## config.mk

```make
export PLATFORM = sky130hd
export DESIGN_NAME = ctl_port_slave
export DESIGN_NICKNAME = d
export VERILOG_FILES = /design/src/rtl/ctl_port_pkg.sv /design/src/rtl/ctl_sync_bank.sv /design/src/rtl/ctl_rx_frame.sv /design/src/rtl/ctl_tx_path.sv /design/src/rtl/ctl_port_slave.sv
export SDC_FILE = /design/constraint.sdc
export NUM_CORES = 1
export LEC_CHECK = 0
export BUFFER_PORTS_ARGS = -buffer_cell sky130_fd_sc_hd__buf_2
export CAP_MARGIN = 15
export CORE_MARGIN = 2
export CORE_UTILIZATION = 59
export CTS_BUF_LIST = sky130_fd_sc_hd__clkbuf_8 sky130_fd_sc_hd__clkbuf_16
export CTS_CLUSTER_SIZE = 16
export DETAILED_ROUTE_END_ITERATION = 8
export GPL_TIMING_DRIVEN = 0
export HOLD_SLACK_MARGIN = 0.1
export PLACE_DENSITY = 0.81
export SLEW_MARGIN = 15
export SYNTH_ARGS = -nofsm -noshare
export SYNTH_HDL_FRONTEND = slang
export SYNTH_SLANG_ARGS = --single-unit
```

## constraint.sdc

```tcl
create_clock -name clk -period 4.4 [get_ports clk]
set_clock_uncertainty 0.15 [all_clocks]
set_input_delay 0.44 -clock clk [delete_from_list [all_inputs] [get_ports clk]]
set_output_delay 0.44 -clock clk [all_outputs]
set_load 0.02 [all_outputs]
```

## src/rtl/ctl_port_pkg.sv

```systemverilog
// Shared types for the serial control-port slave.
package ctl_port_pkg;
    // Transaction phase inside one select frame.
    typedef enum logic [1:0] {
        PH_HDR  = 2'd0,   // waiting for the address/direction byte
        PH_WR   = 2'd1,   // header matched, direction write
        PH_RD   = 2'd2,   // header matched, direction read
        PH_SKIP = 2'd3    // header mismatched, ignore rest of frame
    } phase_t;
endpackage

```

## src/rtl/ctl_sync_bank.sv

```systemverilog
// Multi-stage synchronizer for a bank of asynchronous pins.
// Assumes each pin is slow relative to clk (held several clk cycles),
// so per-bit synchronization without a handshake is sufficient.
module ctl_sync_bank #(
    parameter int          N       = 3,
    parameter int          STAGES  = 2,
    parameter logic [N-1:0] RST_VAL = '0
) (
    input  logic         clk,
    input  logic         rst_n,
    input  logic [N-1:0] async_in,
    output logic [N-1:0] sync_out
);
    logic [N-1:0] stg [STAGES];

    // Shift every pin through the flop chain.
    always_ff @(posedge clk) begin
        if (!rst_n) begin
            for (int i = 0; i < STAGES; i++) stg[i] <= RST_VAL;
        end else begin
            stg[0] <= async_in;
            for (int i = 1; i < STAGES; i++) stg[i] <= stg[i-1];
        end
    end

    assign sync_out = stg[STAGES-1];
endmodule

```

## src/rtl/ctl_rx_frame.sv

```systemverilog
// Receive side: serial clock edge detection, MSB-first byte assembly,
// header decode and write-byte strobing. Assumes synchronized inputs;
// data is sampled on rising edges, bytes end on the eighth falling edge.
module ctl_rx_frame
    import ctl_port_pkg::*;
#(
    parameter int                ADDR_W   = 7,
    parameter logic [ADDR_W-1:0] DEV_ADDR = '0,
    localparam int               BYTE_W   = ADDR_W + 1,
    localparam int               CNT_W    = $clog2(BYTE_W + 1)
) (
    input  logic              clk,
    input  logic              rst_n,
    input  logic              sel_s,      // synchronized select, 1 = idle
    input  logic              sclk_s,
    input  logic              sd_s,
    output logic              sclk_fall,
    output logic              byte_end,
    output phase_t            phase,
    output logic [CNT_W-1:0]  bit_cnt,
    output logic              rx_valid,
    output logic [BYTE_W-1:0] rx_byte
);
    logic              sclk_d;
    logic              sclk_rise;
    logic [BYTE_W-1:0] shreg;

    // Remember last synchronized clock level for edge detection.
    always_ff @(posedge clk) begin
        if (!rst_n) sclk_d <= 1'b0;
        else        sclk_d <= sclk_s;
    end

    assign sclk_rise = sclk_s & ~sclk_d & ~sel_s;
    assign sclk_fall = ~sclk_s & sclk_d & ~sel_s;
    assign byte_end  = sclk_fall && (bit_cnt == CNT_W'(BYTE_W));

    // Bit counting, byte assembly, header decode and write strobes.
    always_ff @(posedge clk) begin
        if (!rst_n) begin
            bit_cnt  <= '0;
            shreg    <= '0;
            phase    <= PH_HDR;
            rx_valid <= 1'b0;
            rx_byte  <= '0;
        end else begin
            rx_valid <= 1'b0;
            if (sel_s) begin
                bit_cnt <= '0;
                phase   <= PH_HDR;
            end else begin
                if (sclk_rise && bit_cnt != CNT_W'(BYTE_W)) begin
                    shreg   <= {shreg[BYTE_W-2:0], sd_s};
                    bit_cnt <= bit_cnt + CNT_W'(1);
                end
                if (byte_end) begin
                    bit_cnt <= '0;
                    case (phase)
                        PH_HDR: begin
                            if (shreg[BYTE_W-1:1] != DEV_ADDR) phase <= PH_SKIP;
                            else if (shreg[0])                 phase <= PH_RD;
                            else                               phase <= PH_WR;
                        end
                        PH_WR: begin
                            rx_valid <= 1'b1;
                            rx_byte  <= shreg;
                        end
                        default: ;
                    endcase
                end
            end
        end
    end
endmodule

```

## src/rtl/ctl_tx_path.sv

```systemverilog
// Transmit side: loads the core's byte when a read header is decoded,
// shifts it out MSB first on falling serial edges, acknowledges the core
// and drives the active-low request line. One queued byte per read frame.
module ctl_tx_path
    import ctl_port_pkg::*;
#(
    parameter int BYTE_W = 8
) (
    input  logic              clk,
    input  logic              rst_n,
    input  logic              sel_s,
    input  logic              sclk_fall,
    input  logic              byte_end,
    input  phase_t            phase,
    input  logic              tx_valid,
    input  logic [BYTE_W-1:0] tx_byte,
    output logic              sd_out,
    output logic              tx_taken,
    output logic              irq_n
);
    logic [BYTE_W-1:0] sh_tx;
    logic              loaded;
    logic              done;
    phase_t            phase_d;
    logic              rd_enter;

    assign rd_enter = (phase == PH_RD) && (phase_d != PH_RD);

    // Load, shift and acknowledge the outgoing byte; track request state.
    always_ff @(posedge clk) begin
        if (!rst_n) begin
            sh_tx    <= '0;
            loaded   <= 1'b0;
            done     <= 1'b0;
            tx_taken <= 1'b0;
            irq_n    <= 1'b1;
            phase_d  <= PH_HDR;
        end else begin
            tx_taken <= 1'b0;
            phase_d  <= phase;
            irq_n    <= !(tx_valid && !done);
            if (!tx_valid) done <= 1'b0;
            if (sel_s) begin
                sh_tx  <= '0;
                loaded <= 1'b0;
            end else if (rd_enter) begin
                if (tx_valid && !done) begin
                    sh_tx  <= tx_byte;
                    loaded <= 1'b1;
                end else begin
                    sh_tx <= '0;
                end
            end else if (phase == PH_RD && byte_end) begin
                if (loaded) begin
                    tx_taken <= 1'b1;
                    done     <= 1'b1;
                end
                loaded <= 1'b0;
                sh_tx  <= '0;
            end else if (phase == PH_RD && sclk_fall) begin
                sh_tx <= {sh_tx[BYTE_W-2:0], 1'b0};
            end
        end
    end

    assign sd_out = sh_tx[BYTE_W-1] & (phase == PH_RD);
endmodule

```

## src/rtl/ctl_port_slave.sv

```systemverilog
// Top of the addressed serial control-port slave. Synchronizes the host
// pins, then splits into a receive path (header decode, write strobes)
// and a transmit path (read-out, acknowledge, request line).
// Assumes clk runs well above the serial clock (4x or more per half period).
module ctl_port_slave
    import ctl_port_pkg::*;
#(
    parameter int                ADDR_W      = 7,
    parameter logic [ADDR_W-1:0] DEV_ADDR    = '0,
    parameter int                SYNC_STAGES = 2,
    localparam int               BYTE_W      = ADDR_W + 1,
    localparam int               CNT_W       = $clog2(BYTE_W + 1)
) (
    input  logic              clk,
    input  logic              rst_n,
    input  logic              sel_n,
    input  logic              sclk_in,
    input  logic              sd_in,
    output logic              sd_out,
    output logic              irq_n,
    output logic              rx_valid,
    output logic [BYTE_W-1:0] rx_byte,
    input  logic              tx_valid,
    input  logic [BYTE_W-1:0] tx_byte,
    output logic              tx_taken
);
    logic [2:0]       pins_s;
    logic             sel_s;
    logic             sclk_s;
    logic             sd_s;
    logic             sclk_fall;
    logic             byte_end;
    phase_t           phase;
    logic [CNT_W-1:0] bit_cnt;

    ctl_sync_bank #(
        .N       (3),
        .STAGES  (SYNC_STAGES),
        .RST_VAL (3'b100)
    ) u_sync (
        .clk      (clk),
        .rst_n    (rst_n),
        .async_in ({sel_n, sclk_in, sd_in}),
        .sync_out (pins_s)
    );

    assign sel_s  = pins_s[2];
    assign sclk_s = pins_s[1];
    assign sd_s   = pins_s[0];

    ctl_rx_frame #(
        .ADDR_W   (ADDR_W),
        .DEV_ADDR (DEV_ADDR)
    ) u_rx (
        .clk       (clk),
        .rst_n     (rst_n),
        .sel_s     (sel_s),
        .sclk_s    (sclk_s),
        .sd_s      (sd_s),
        .sclk_fall (sclk_fall),
        .byte_end  (byte_end),
        .phase     (phase),
        .bit_cnt   (bit_cnt),
        .rx_valid  (rx_valid),
        .rx_byte   (rx_byte)
    );

    ctl_tx_path #(
        .BYTE_W (BYTE_W)
    ) u_tx (
        .clk       (clk),
        .rst_n     (rst_n),
        .sel_s     (sel_s),
        .sclk_fall (sclk_fall),
        .byte_end  (byte_end),
        .phase     (phase),
        .tx_valid  (tx_valid),
        .tx_byte   (tx_byte),
        .sd_out    (sd_out),
        .tx_taken  (tx_taken),
        .irq_n     (irq_n)
    );
endmodule

```

==> qor.log, run 1 <==
[sta] final-report setup violation count 0
[synth] area fraction in compound gates after synthesis 16.3%
[finish] fraction of final layout cells with drive strength greater than 1 18.8%
[finish] number of standard cells in the layout, taps in and fillers out 244
[synth] sequential fraction of the synthesis area 51.8%
[worst_setup_path] setup slack on the worst flop-to-flop path 2.52 ns
[synth] synthesized area per cell 9.39 µm²
[sta] timing-limited maximum frequency 0.531 GHz
[clock_tree] number of levels in the clock H-tree 2
[clock_tree] post-cts resize count 0
[placement] cell count after placement 236
[synth] warning count from the yosys run 0
[worst_setup_path] Worst Setup End Kind register
[clock_tree] TritonCTS clock tree built
[sta] period utilisation layout 42.8%
[synth] post-synthesis instance total 181
[worst_setup_path] depth of the worst register-to-register path 7
[sta] number of pins with negative max-slew slack in the final report 0
[grt] maximum number of pins on one net before global-route repair 15
[power] maximum resistive drop on vdd 0.377 mV
[grt] total routing usage reported by global routing 22.5%
[synth] synthesized-area fraction occupied by and/or/nand/nor cells 25.7%
[synth] xor and xnor fraction of the mapped netlist area 1.55%
[clock_tree] largest buffer count on any clock path 2
[detailed_routing] number of iterations in the first detailed-routing pass 4
[detailed_routing] Detailed Route WL 3360 µm
[placement] routability cong. 0.781
[grt] met3 GRT Util 8.26%
[sta] endpoints failing hold 0
[finish] area grow syn2layout 15.1%
[placement] detailed-placement wirelength estimate 2390 µm
[sta] aggregate negative setup slack 0 ns
[clock_tree] post-CTS setup-driven buffer insertion count 0
[sta] worst hold slack 0.166 ns
[synth] netlist area before placement 1700 µm²
[detailed_routing] WL per Instance 13.8 µm
[sta] minimum clock period 1.88 ns
[grt] met1 usage in global routing 25.8%
[sta] tightest slew margin relative to the limit 59.4%
[detailed_routing] Post-route DRC 0
[grt] via count of the first global-routing pass 1,268
[worst_setup_path] data required time at the worst endpoint 4.45 ns
[floorplan] initial core utilization 61.7%
[clock_tree] Reg clk slew, reported paths 0.08 ns
[detailed_routing] violation count after the first detailed-route iteration 83
[floorplan] count of standard-cell rows 19
[clock_tree] library cell used as clock root buffer sky130_fd_sc_hd__clkbuf_8
[floorplan] Die Area 3330 µm²
[synth] number of distinct library cells after synthesis 34
[placement] input/output buffers 24
[worst_setup_path] type of the worst setup path reg -> reg
[floorplan] # IOs 26
[worst_setup_path] startpoint of the worst register-to-register path u_rx.bit_cnt[0]
[synth] Mapped Nets 197
[synth] post-synthesis register bit count 44
[clock_tree] total CTS buffers 5
[finish] fin nets 228
[grt] GRT Residual Overflow 0
[grt] layer with the highest usage after global routing met2
[floorplan] DIE WIDTH 57.7 µm
[grt] met2 usage in global routing 37.8%
[clock_tree] hold-fix buffer count after cts 0
[hold_path] hold path endpoint u_sync.stg[0][2]
[floorplan] Placeable Area 2760 µm²
[hold_path] Cells on Worst Hold Path 2
[floorplan] die boundary height 57.7 µm
[clock_tree] Worst-Skew Late Latency 0.30 ns
[worst_setup_path] CP Launch Type register
[detailed_routing] via count 1,400
[sta] RSZ-0062 raised after global routing no
[power] Leakage 0.757 nW
[clock_tree] number of sinks on the clock net 44
[synth] portion of netlist area occupied by mux cells 0%
[hold_path] worst min-delay path startpoint sel_n
[detailed_routing] count of antenna-violating nets left after detailed routing 0
[sta] Worst-Margin Slew 0.608 ns
[grt] antenna violations before repair 0
[outcome] outcome complete, no violations
[synth] largest family of logic cells by synthesized area simple AND/OR/NAND/NOR gates
[run] total of max-cap violations 0
[detailed_routing] number of vias per cell 5.74
[hold_path] classification of the worst-slack hold path in -> reg
[grt] first-pass GRT wire length 5640 µm
[worst_setup_path] Critical Path Fanout Max 10
[worst_setup_path] R2R Path End u_rx.bit_cnt[2]
[worst_setup_path] worst endpoint data arrival time 1.93 ns
[power] power density over cell area 351 nW/µm²
[synth] Post-Synth Adder-Cell Area 1.47%
[finish] antenna diode count 0
## critical path, cell delays in order, from the launching register on
cell                       delay, ns
sky130_fd_sc_hd__dfxtp_1        0.37
sky130_fd_sc_hd__inv_1          0.08
sky130_fd_sc_hd__ha_1           0.20
sky130_fd_sc_hd__nand3b_1       0.17
sky130_fd_sc_hd__clkbuf_1       0.38
sky130_fd_sc_hd__nand3_1        0.18
sky130_fd_sc_hd__xor2_1         0.19
sky130_fd_sc_hd__nor2_1         0.05
## per-layer routing
layer  vias to the layer above  wire (µm)
li1                        700          -
met1                       653       1450
met2                        39       1650
met3                         8        179
met4                         0         75
met5                         -          0
## synthesized netlist by cell type
cell / instances / area share (%)
sky130_fd_sc_hd__dfxtp_1: 44 / 52
sky130_fd_sc_hd__nand2_1: 20 / 4.4
sky130_fd_sc_hd__nand3_1: 18 / 5.3
sky130_fd_sc_hd__o21ai_0: 16 / 4.7
sky130_fd_sc_hd__nor2_1: 12 / 2.6
sky130_fd_sc_hd__a21boi_0: 8 / 3.5
sky130_fd_sc_hd__a221oi_1: 7 / 3.6
sky130_fd_sc_hd__and2_1: 7 / 2.6
sky130_fd_sc_hd__clkbuf_1: 5 / 1.1
sky130_fd_sc_hd__inv_1: 5 / 1.1
sky130_fd_sc_hd__nand2b_1: 5 / 1.8
sky130_fd_sc_hd__a21oi_1: 3 / 0.88
sky130_fd_sc_hd__and3_1: 3 / 1.1
sky130_fd_sc_hd__buf_2: 2 / 0.59
sky130_fd_sc_hd__ha_1: 2 / 1.5
sky130_fd_sc_hd__nand3b_1: 2 / 0.88
sky130_fd_sc_hd__nor3_1: 2 / 0.59
sky130_fd_sc_hd__nor4_1: 2 / 0.74
sky130_fd_sc_hd__nor4b_4: 2 / 2.8
sky130_fd_sc_hd__xor2_1: 2 / 1.0
sky130_fd_sc_hd__a22oi_1: 1 / 0.44
sky130_fd_sc_hd__a311o_1: 1 / 0.59
sky130_fd_sc_hd__a311oi_1: 1 / 0.52
sky130_fd_sc_hd__a31o_2: 1 / 0.52
sky130_fd_sc_hd__and3b_1: 1 / 0.52
sky130_fd_sc_hd__buf_4: 1 / 0.44
sky130_fd_sc_hd__nand4_1: 1 / 0.37
sky130_fd_sc_hd__nor2b_1: 1 / 0.37
sky130_fd_sc_hd__nor3b_1: 1 / 0.44
sky130_fd_sc_hd__nor3b_4: 1 / 1.1
sky130_fd_sc_hd__o21a_1: 1 / 0.44
sky130_fd_sc_hd__o21ba_2: 1 / 0.59
sky130_fd_sc_hd__o21bai_1: 1 / 0.44
sky130_fd_sc_hd__xnor2_1: 1 / 0.52
## logic make-up (layout without fill, tap and decap cells)
group           after synthesis  after routing
simple gates                 78             78
flops                        44             44
compound gates               41             41
buf+inv                      13             45
xor+xnor                      3              3
fa+ha+maj                     2              2
## cell usage in the layout, fill, tap and decap left out, drive strengths merged, types with 3 or more instances in the layout
cell / n
and3: 3
a21oi: 3
a21boi: 8
a221oi: 7
dfxtp: 44
o21ai: 16
and2: 7
buf: 27
nand2b: 5
nand2: 20
clkbuf: 11
nand3: 18
nor2: 12
inv: 5
## area by class of cell
type                       count  area [µm²]
sequential                    44         881
clock inverter                 2        15.0
inverter                       5        18.8
fill                         222         801
tap                           31        38.8
multi-input combinational    124         764
buffer                         8        36.3
clock buffer                   6        82.6
timing repair buffer          24         120
## power breakdown
group	switching (mW)	internal [mW]	total, mW
Combinational	0.00995	0.00847	0.0184
Clock	0.138	0.127	0.265
Sequential	0.00152	0.401	0.403
Total	0.149	0.536	0.686
## metrics by stage
step	setup slack, ns	utilization [%]	power (mW)	area, µm²
global placement	2.65	67.4	0.430	1860
global route	2.37	71.0	0.707	1960
detailed placement	2.51	67.4	0.430	1860
floorplan	2.81	-	0.422	1700
finish	2.52	71.0	0.686	1960
CTS	2.51	71.0	0.689	1960
## state kept, by name (all words and copies together), names as in the netlist
signal         flops
u_tx.phase_d       2
u_tx.tx_taken      1
u_tx.irq_n         1
u_tx.sh_tx         8
u_sync.stg         6
u_rx.phase         2
u_rx.bit_cnt       4
u_tx.loaded        1
u_rx.rx_byte       8
u_rx.shreg         8
u_rx.sclk_d        1
u_rx.rx_valid      1
u_tx.done          1
## worst max-delay path by stage
stage,from,slack (ns),endpoint,cells after the start
after floorplan,u_rx.bit_cnt[0],2.81,u_rx.bit_cnt[2],7
after global placement,u_rx.bit_cnt[0],2.65,u_rx.rx_byte[0],7
after detailed placement,u_rx.bit_cnt[0],2.51,u_rx.bit_cnt[2],7
after CTS,u_rx.bit_cnt[0],2.51,u_rx.bit_cnt[2],7
after global routing,u_rx.bit_cnt[0],2.37,u_rx.bit_cnt[2],7
final,u_rx.bit_cnt[0],2.52,u_rx.bit_cnt[2],7
(Power assumes the default switching activity.)
==> inputs of run 2 (changes only) <==
Settings changed: ABC_AREA from default to 1, CORE_UTILIZATION 59 to 50, PLACE_DENSITY 0.81 to 0.73.
Clock period 4.4 ns to 1.7 ns, I/O delays scaled along.
==> run 2 against run 1 <==
Compared with the run above: cell count is 48% higher; sequential power increased to 2.6 times the previous value; non-clock buffer count is 13 higher; synthesized area is 12% higher; critical path depth unchanged; core utilization decreased by 6.7 points; global-route usage down 1.7 points; synthesized cell count grew 48%; critical endpoint is now u_rx.shreg[3].
==> qor.log, run 2 <==
[outcome] outcome complete, no violations
[worst_setup_path] worst endpoint data arrival time 1.63 ns [-0.30 ns]
[finish] Top Registers u_rx.rx_byte: 8 flops, u_rx.shreg: 8 flops, u_tx.sh_tx: 8 flops
[clock_tree] number of levels in the clock H-tree 2 [unchanged]
[synth] synth top area cells sky130_fd_sc_hd__dfxtp_1, sky130_fd_sc_hd__nand2_1, sky130_fd_sc_hd__nor2_1
[worst_setup_path] CP Launch Type register
[synth] Mapped Nets 284 [+44%]
[power] NetSw 0.418 mW [+180%]
[sta] RSZ-0062 raised after global routing no
[floorplan] # IOs 26 [unchanged]
[sta] endpoints failing hold 0 [unchanged]
[synth] number of distinct library cells after synthesis 27 [-21%]
[power] Leakage 1.06 nW [+40%]
[floorplan] initial core utilization 51.8% [-9.8 points]
[sta] Worst-Margin Slew 0.446 ns [-0.162 ns]
[sta] worst hold slack 0.116 ns [-0.0499 ns]
[hold_path] Cells on Worst Hold Path 5 [+3]
[worst_setup_path] cell with the largest stage delay on the worst path sky130_fd_sc_hd__dfxtp_2
[placement] detailed-placement wirelength estimate 2560 µm [+7.3%]
[sta] aggregate negative setup slack 0 ns [unchanged]
[synth] sequential fraction of the synthesis area 46.4% [-5.4 points]
[grt] antenna violations before repair 0 [unchanged]
[detailed_routing] Post-route DRC 0 [unchanged]
[synth] most numerous cell in the Yosys netlist sky130_fd_sc_hd__nand2_1
[grt] total routing usage reported by global routing 20.8% [-1.7 points]
[power] power density over cell area 842 nW/µm² [+140%]
[detailed_routing] number of iterations in the first detailed-routing pass 5 [+1]
[finish] final core utilization 64.3% [-6.7 points]
[worst_setup_path] cell-by-cell listing of the critical path inv_1 -> ha_1 -> nand3_2 -> nand2_1 -> buf_4 -> o21ai_0 -> nor2_1
[sta] Worst Setup Slack, final 0.117 ns [-2.40 ns]
[power] share of power burned in combinational logic 4.4% [+1.7 points]
[sta] final-report setup violation count 0 [unchanged]
[synth] EDFF count, synth 0 [unchanged]
[synth] leading area contributor after synthesis sky130_fd_sc_hd__dfxtp_1
[detailed_routing] via count 1,697 [+21%]
[clock_tree] library cell used as clock root buffer sky130_fd_sc_hd__clkbuf_8
[clock_tree] Worst-Skew Late Latency 0.31 ns [about the same]
[synth] netlist area before placement 1900 µm² [+12%]
[floorplan] Die Area 4300 µm² [+29%]
[finish] most common cell after layout, fill and taps aside sky130_fd_sc_hd__nand2_1
[floorplan] Placeable Area 3660 µm² [+33%]
[placement] worst setup timing slack at the placement stage 0.0761 ns [-2.44 ns]
[clock_tree] largest buffer count on any clock path 2 [unchanged]
[worst_setup_path] total number of cells along the worst setup path 7 [unchanged]
[detailed_routing] count of antenna-violating nets left after detailed routing 0 [unchanged]
[hold_path] classification of the worst-slack hold path in -> reg
[floorplan] count of standard-cell rows 22 [+3]
[finish] fin nets 328 [+44%]
[sta] timing-limited maximum frequency 0.632 GHz [+19%]
[worst_setup_path] data required time at the worst endpoint 1.75 ns [-2.70 ns]
[clock_tree] total CTS buffers 5 [unchanged]
[placement] input/output buffers 24 [unchanged]
[detailed_routing] violation count after the first detailed-route iteration 119 [+43%]
[power] Internal Power 1.56 mW [+190%]
[clock_tree] Reg clk slew, reported paths 0.08 ns [about the same]
[worst_setup_path] Worst Setup End Kind register
[worst_setup_path] family with the most delay on the worst path flip-flops
[synth] area fraction of the dominant cell type after synthesis 46.4% [-5.4 points]
[floorplan] die boundary height 65.6 µm [+14%]
[power] relative contribution of the clock network to total power 42.8% [+4.2 points]
[grt] via count of the first global-routing pass 1,553 [+22%]
[sta] tightest slew margin relative to the limit 70.2% [+11 points]
[power] sequential share of power 52.8% [-5.9 points]
[worst_setup_path] depth of the worst register-to-register path 7 [unchanged]
[detailed_routing] Detailed Route WL 3940 µm [+17%]
[synth] list of most frequent post-synthesis cells sky130_fd_sc_hd__nand2_1, sky130_fd_sc_hd__nor2_1, sky130_fd_sc_hd__dfxtp_1
[worst_setup_path] Critical Path Fanout Max 10 [unchanged]
[power] maximum resistive drop on vdd 0.768 mV [+100%]
[finish] area grow syn2layout 23.9%
[synth] warning count from the yosys run 0 [unchanged]
[synth] post-synthesis instance total 268 [+48%]
[sta] minimum clock period 1.58 ns [-0.302 ns]
[synth] predominant post-synthesis flop cell sky130_fd_sc_hd__dfxtp_1
[sta] number of pins with negative max-slew slack in the final report 0 [unchanged]
[finish] most used cells in the layout excluding fill and tap cells sky130_fd_sc_hd__nand2_1, sky130_fd_sc_hd__nor2_1, sky130_fd_sc_hd__dfxtp_1
[synth] Async S/R FF share, synth 0% [unchanged]
[floorplan] DIE WIDTH 65.6 µm [+14%]
[grt] first-pass GRT wire length 6740 µm [+19%]
[grt] GRT Residual Overflow 0 [unchanged]
[worst_setup_path] worst path buffer plus inverter count 2 [unchanged]
[synth] post-synthesis register bit count 44 [unchanged]
[run] total of max-cap violations 0 [unchanged]
[finish] fraction of final layout cells with drive strength greater than 1 20.4% [+1.7 points]
[power] Sw Ratio 21.1% [-0.69 points]
[clock_tree] TritonCTS clock tree built
[synth] synthesized area per cell 7.08 µm² [-25%]
[detailed_routing] WL per Instance 10.9 µm [-21%]
[finish] total of fill cells in the finished design 327 [+47%]
[clock_tree] number of sinks on the clock net 44 [unchanged]
[finish] antenna diode count 0 [unchanged]
[placement] routability cong. 0.778 [-0.45%]
[detailed_routing] number of vias per cell 4.70 [-18%]
[worst_setup_path] highest cell delay on the worst timing path 0.35 ns [-0.03 ns]
[grt] maximum number of pins on one net before global-route repair 15 [unchanged]
[worst_setup_path] type of the worst setup path reg -> reg
[sta] period utilisation layout 93.1% [+50 points]
[finish] number of standard cells in the layout, taps in and fillers out 361 [+48%]
[placement] cell count after placement 340 [+44%]
## run 2: changes by cell type after synthesis, moves of 3 or more
cell                       previous run  this run
sky130_fd_sc_hd__o21ai_0             16         8
sky130_fd_sc_hd__nand2_1             20        68
sky130_fd_sc_hd__and2_1               7         0
sky130_fd_sc_hd__a221oi_1             7         0
sky130_fd_sc_hd__nand2b_1             5         0
sky130_fd_sc_hd__and3_1               3         0
sky130_fd_sc_hd__nor2_1              12        46
sky130_fd_sc_hd__inv_2                0         6
sky130_fd_sc_hd__inv_1                5        31
sky130_fd_sc_hd__a21boi_0             8         0
sky130_fd_sc_hd__a21oi_1              3        19
sky130_fd_sc_hd__clkbuf_1             5         2
## run 2: through the flow
| step | instance area, µm² | power [mW] |
|---|---|---|
| after CTS | 2320 | 2.00 |
| final | 2350 | 1.98 |
| after detailed placement | 2080 | 1.14 |
| after floorplan | 1900 | 1.11 |
| after global placement | 2080 | 1.14 |
| after global routing | 2350 | 2.05 |
## run 2: kinds of logic after synthesis
logic type / after synthesis / synth area share [%]
XOR/XNOR: 2 / 0.923
buffers and inverters: 46 / 10.3
adder cells (fa/ha/maj): 2 / 1.32
flip-flops: 44 / 46.4
AND/OR/NAND/NOR: 143 / 32.5
AO/OA/AOI/OAI: 31 / 8.57
## run 2: final timing paths
check | slack [ns] | from | end
setup / recovery | 0.12 | u_rx.bit_cnt[0] | u_rx.shreg[3]
hold / removal | 0.12 | tx_byte[5] | u_tx.sh_tx[5]
setup reg to reg | 0.12 | u_rx.bit_cnt[0] | u_rx.shreg[3]
hold reg to reg | 0.27 | u_sync.stg[0][1] | u_sync.stg[0][4]
## run 2: layout make-up
cell class	count	area (µm²)	area share, %
Clock inverter	2	38.8	1.65
Sequential cell	44	883	37.6
Multi-Input combinational cell	178	841	35.7
Inverter	38	144	6.12
Buffer	8	57.6	2.45
Clock buffer	6	82.6	3.51
Timing Repair Buffer	37	245	10.4
Tap cell	48	60.1	2.55
## run 2: layer usage
metal | vias to the layer above | GRT usage [%] | part of all wire, % | wire length (µm)
met5 | - | 0 | 0 | 0
met4 | 0 | 9.38 | 2.0 | 78
met3 | 7 | 6.34 | 4.2 | 167
met2 | 33 | 32.7 | 44 | 1730
met1 | 748 | 26.2 | 50 | 1960
li1 | 909 | - | - | -
## run 2: worst register-to-register path, stage by stage (launching register included)
cell and delay, ns:
sky130_fd_sc_hd__dfxtp_2 0.35, sky130_fd_sc_hd__inv_1 0.06, sky130_fd_sc_hd__ha_1 0.23, sky130_fd_sc_hd__nand3_2 0.12, sky130_fd_sc_hd__nand2_1 0.13, sky130_fd_sc_hd__buf_4 0.20, sky130_fd_sc_hd__o21ai_0 0.17, sky130_fd_sc_hd__nor2_1 0.06
## run 2: power groups by stage
stage	Clock, mW	Sequential, mW	Combinational (mW)
3_5_place_dp	0	1.07	0.0662
5_1_grt	0.898	1.05	0.0986
4_1_cts	0.869	1.05	0.0859
6_report	0.847	1.05	0.0871
2_1_floorplan	0	1.07	0.0387
3_3_place_gp	0	1.07	0.0639
## run 2: what timing repair did
item	in CTS	in global routing
hold buffers	12	0
hold endpoints to repair	17	0
setup endpoints to repair	0	28
buffers inserted	0	0
resized for setup	0	12
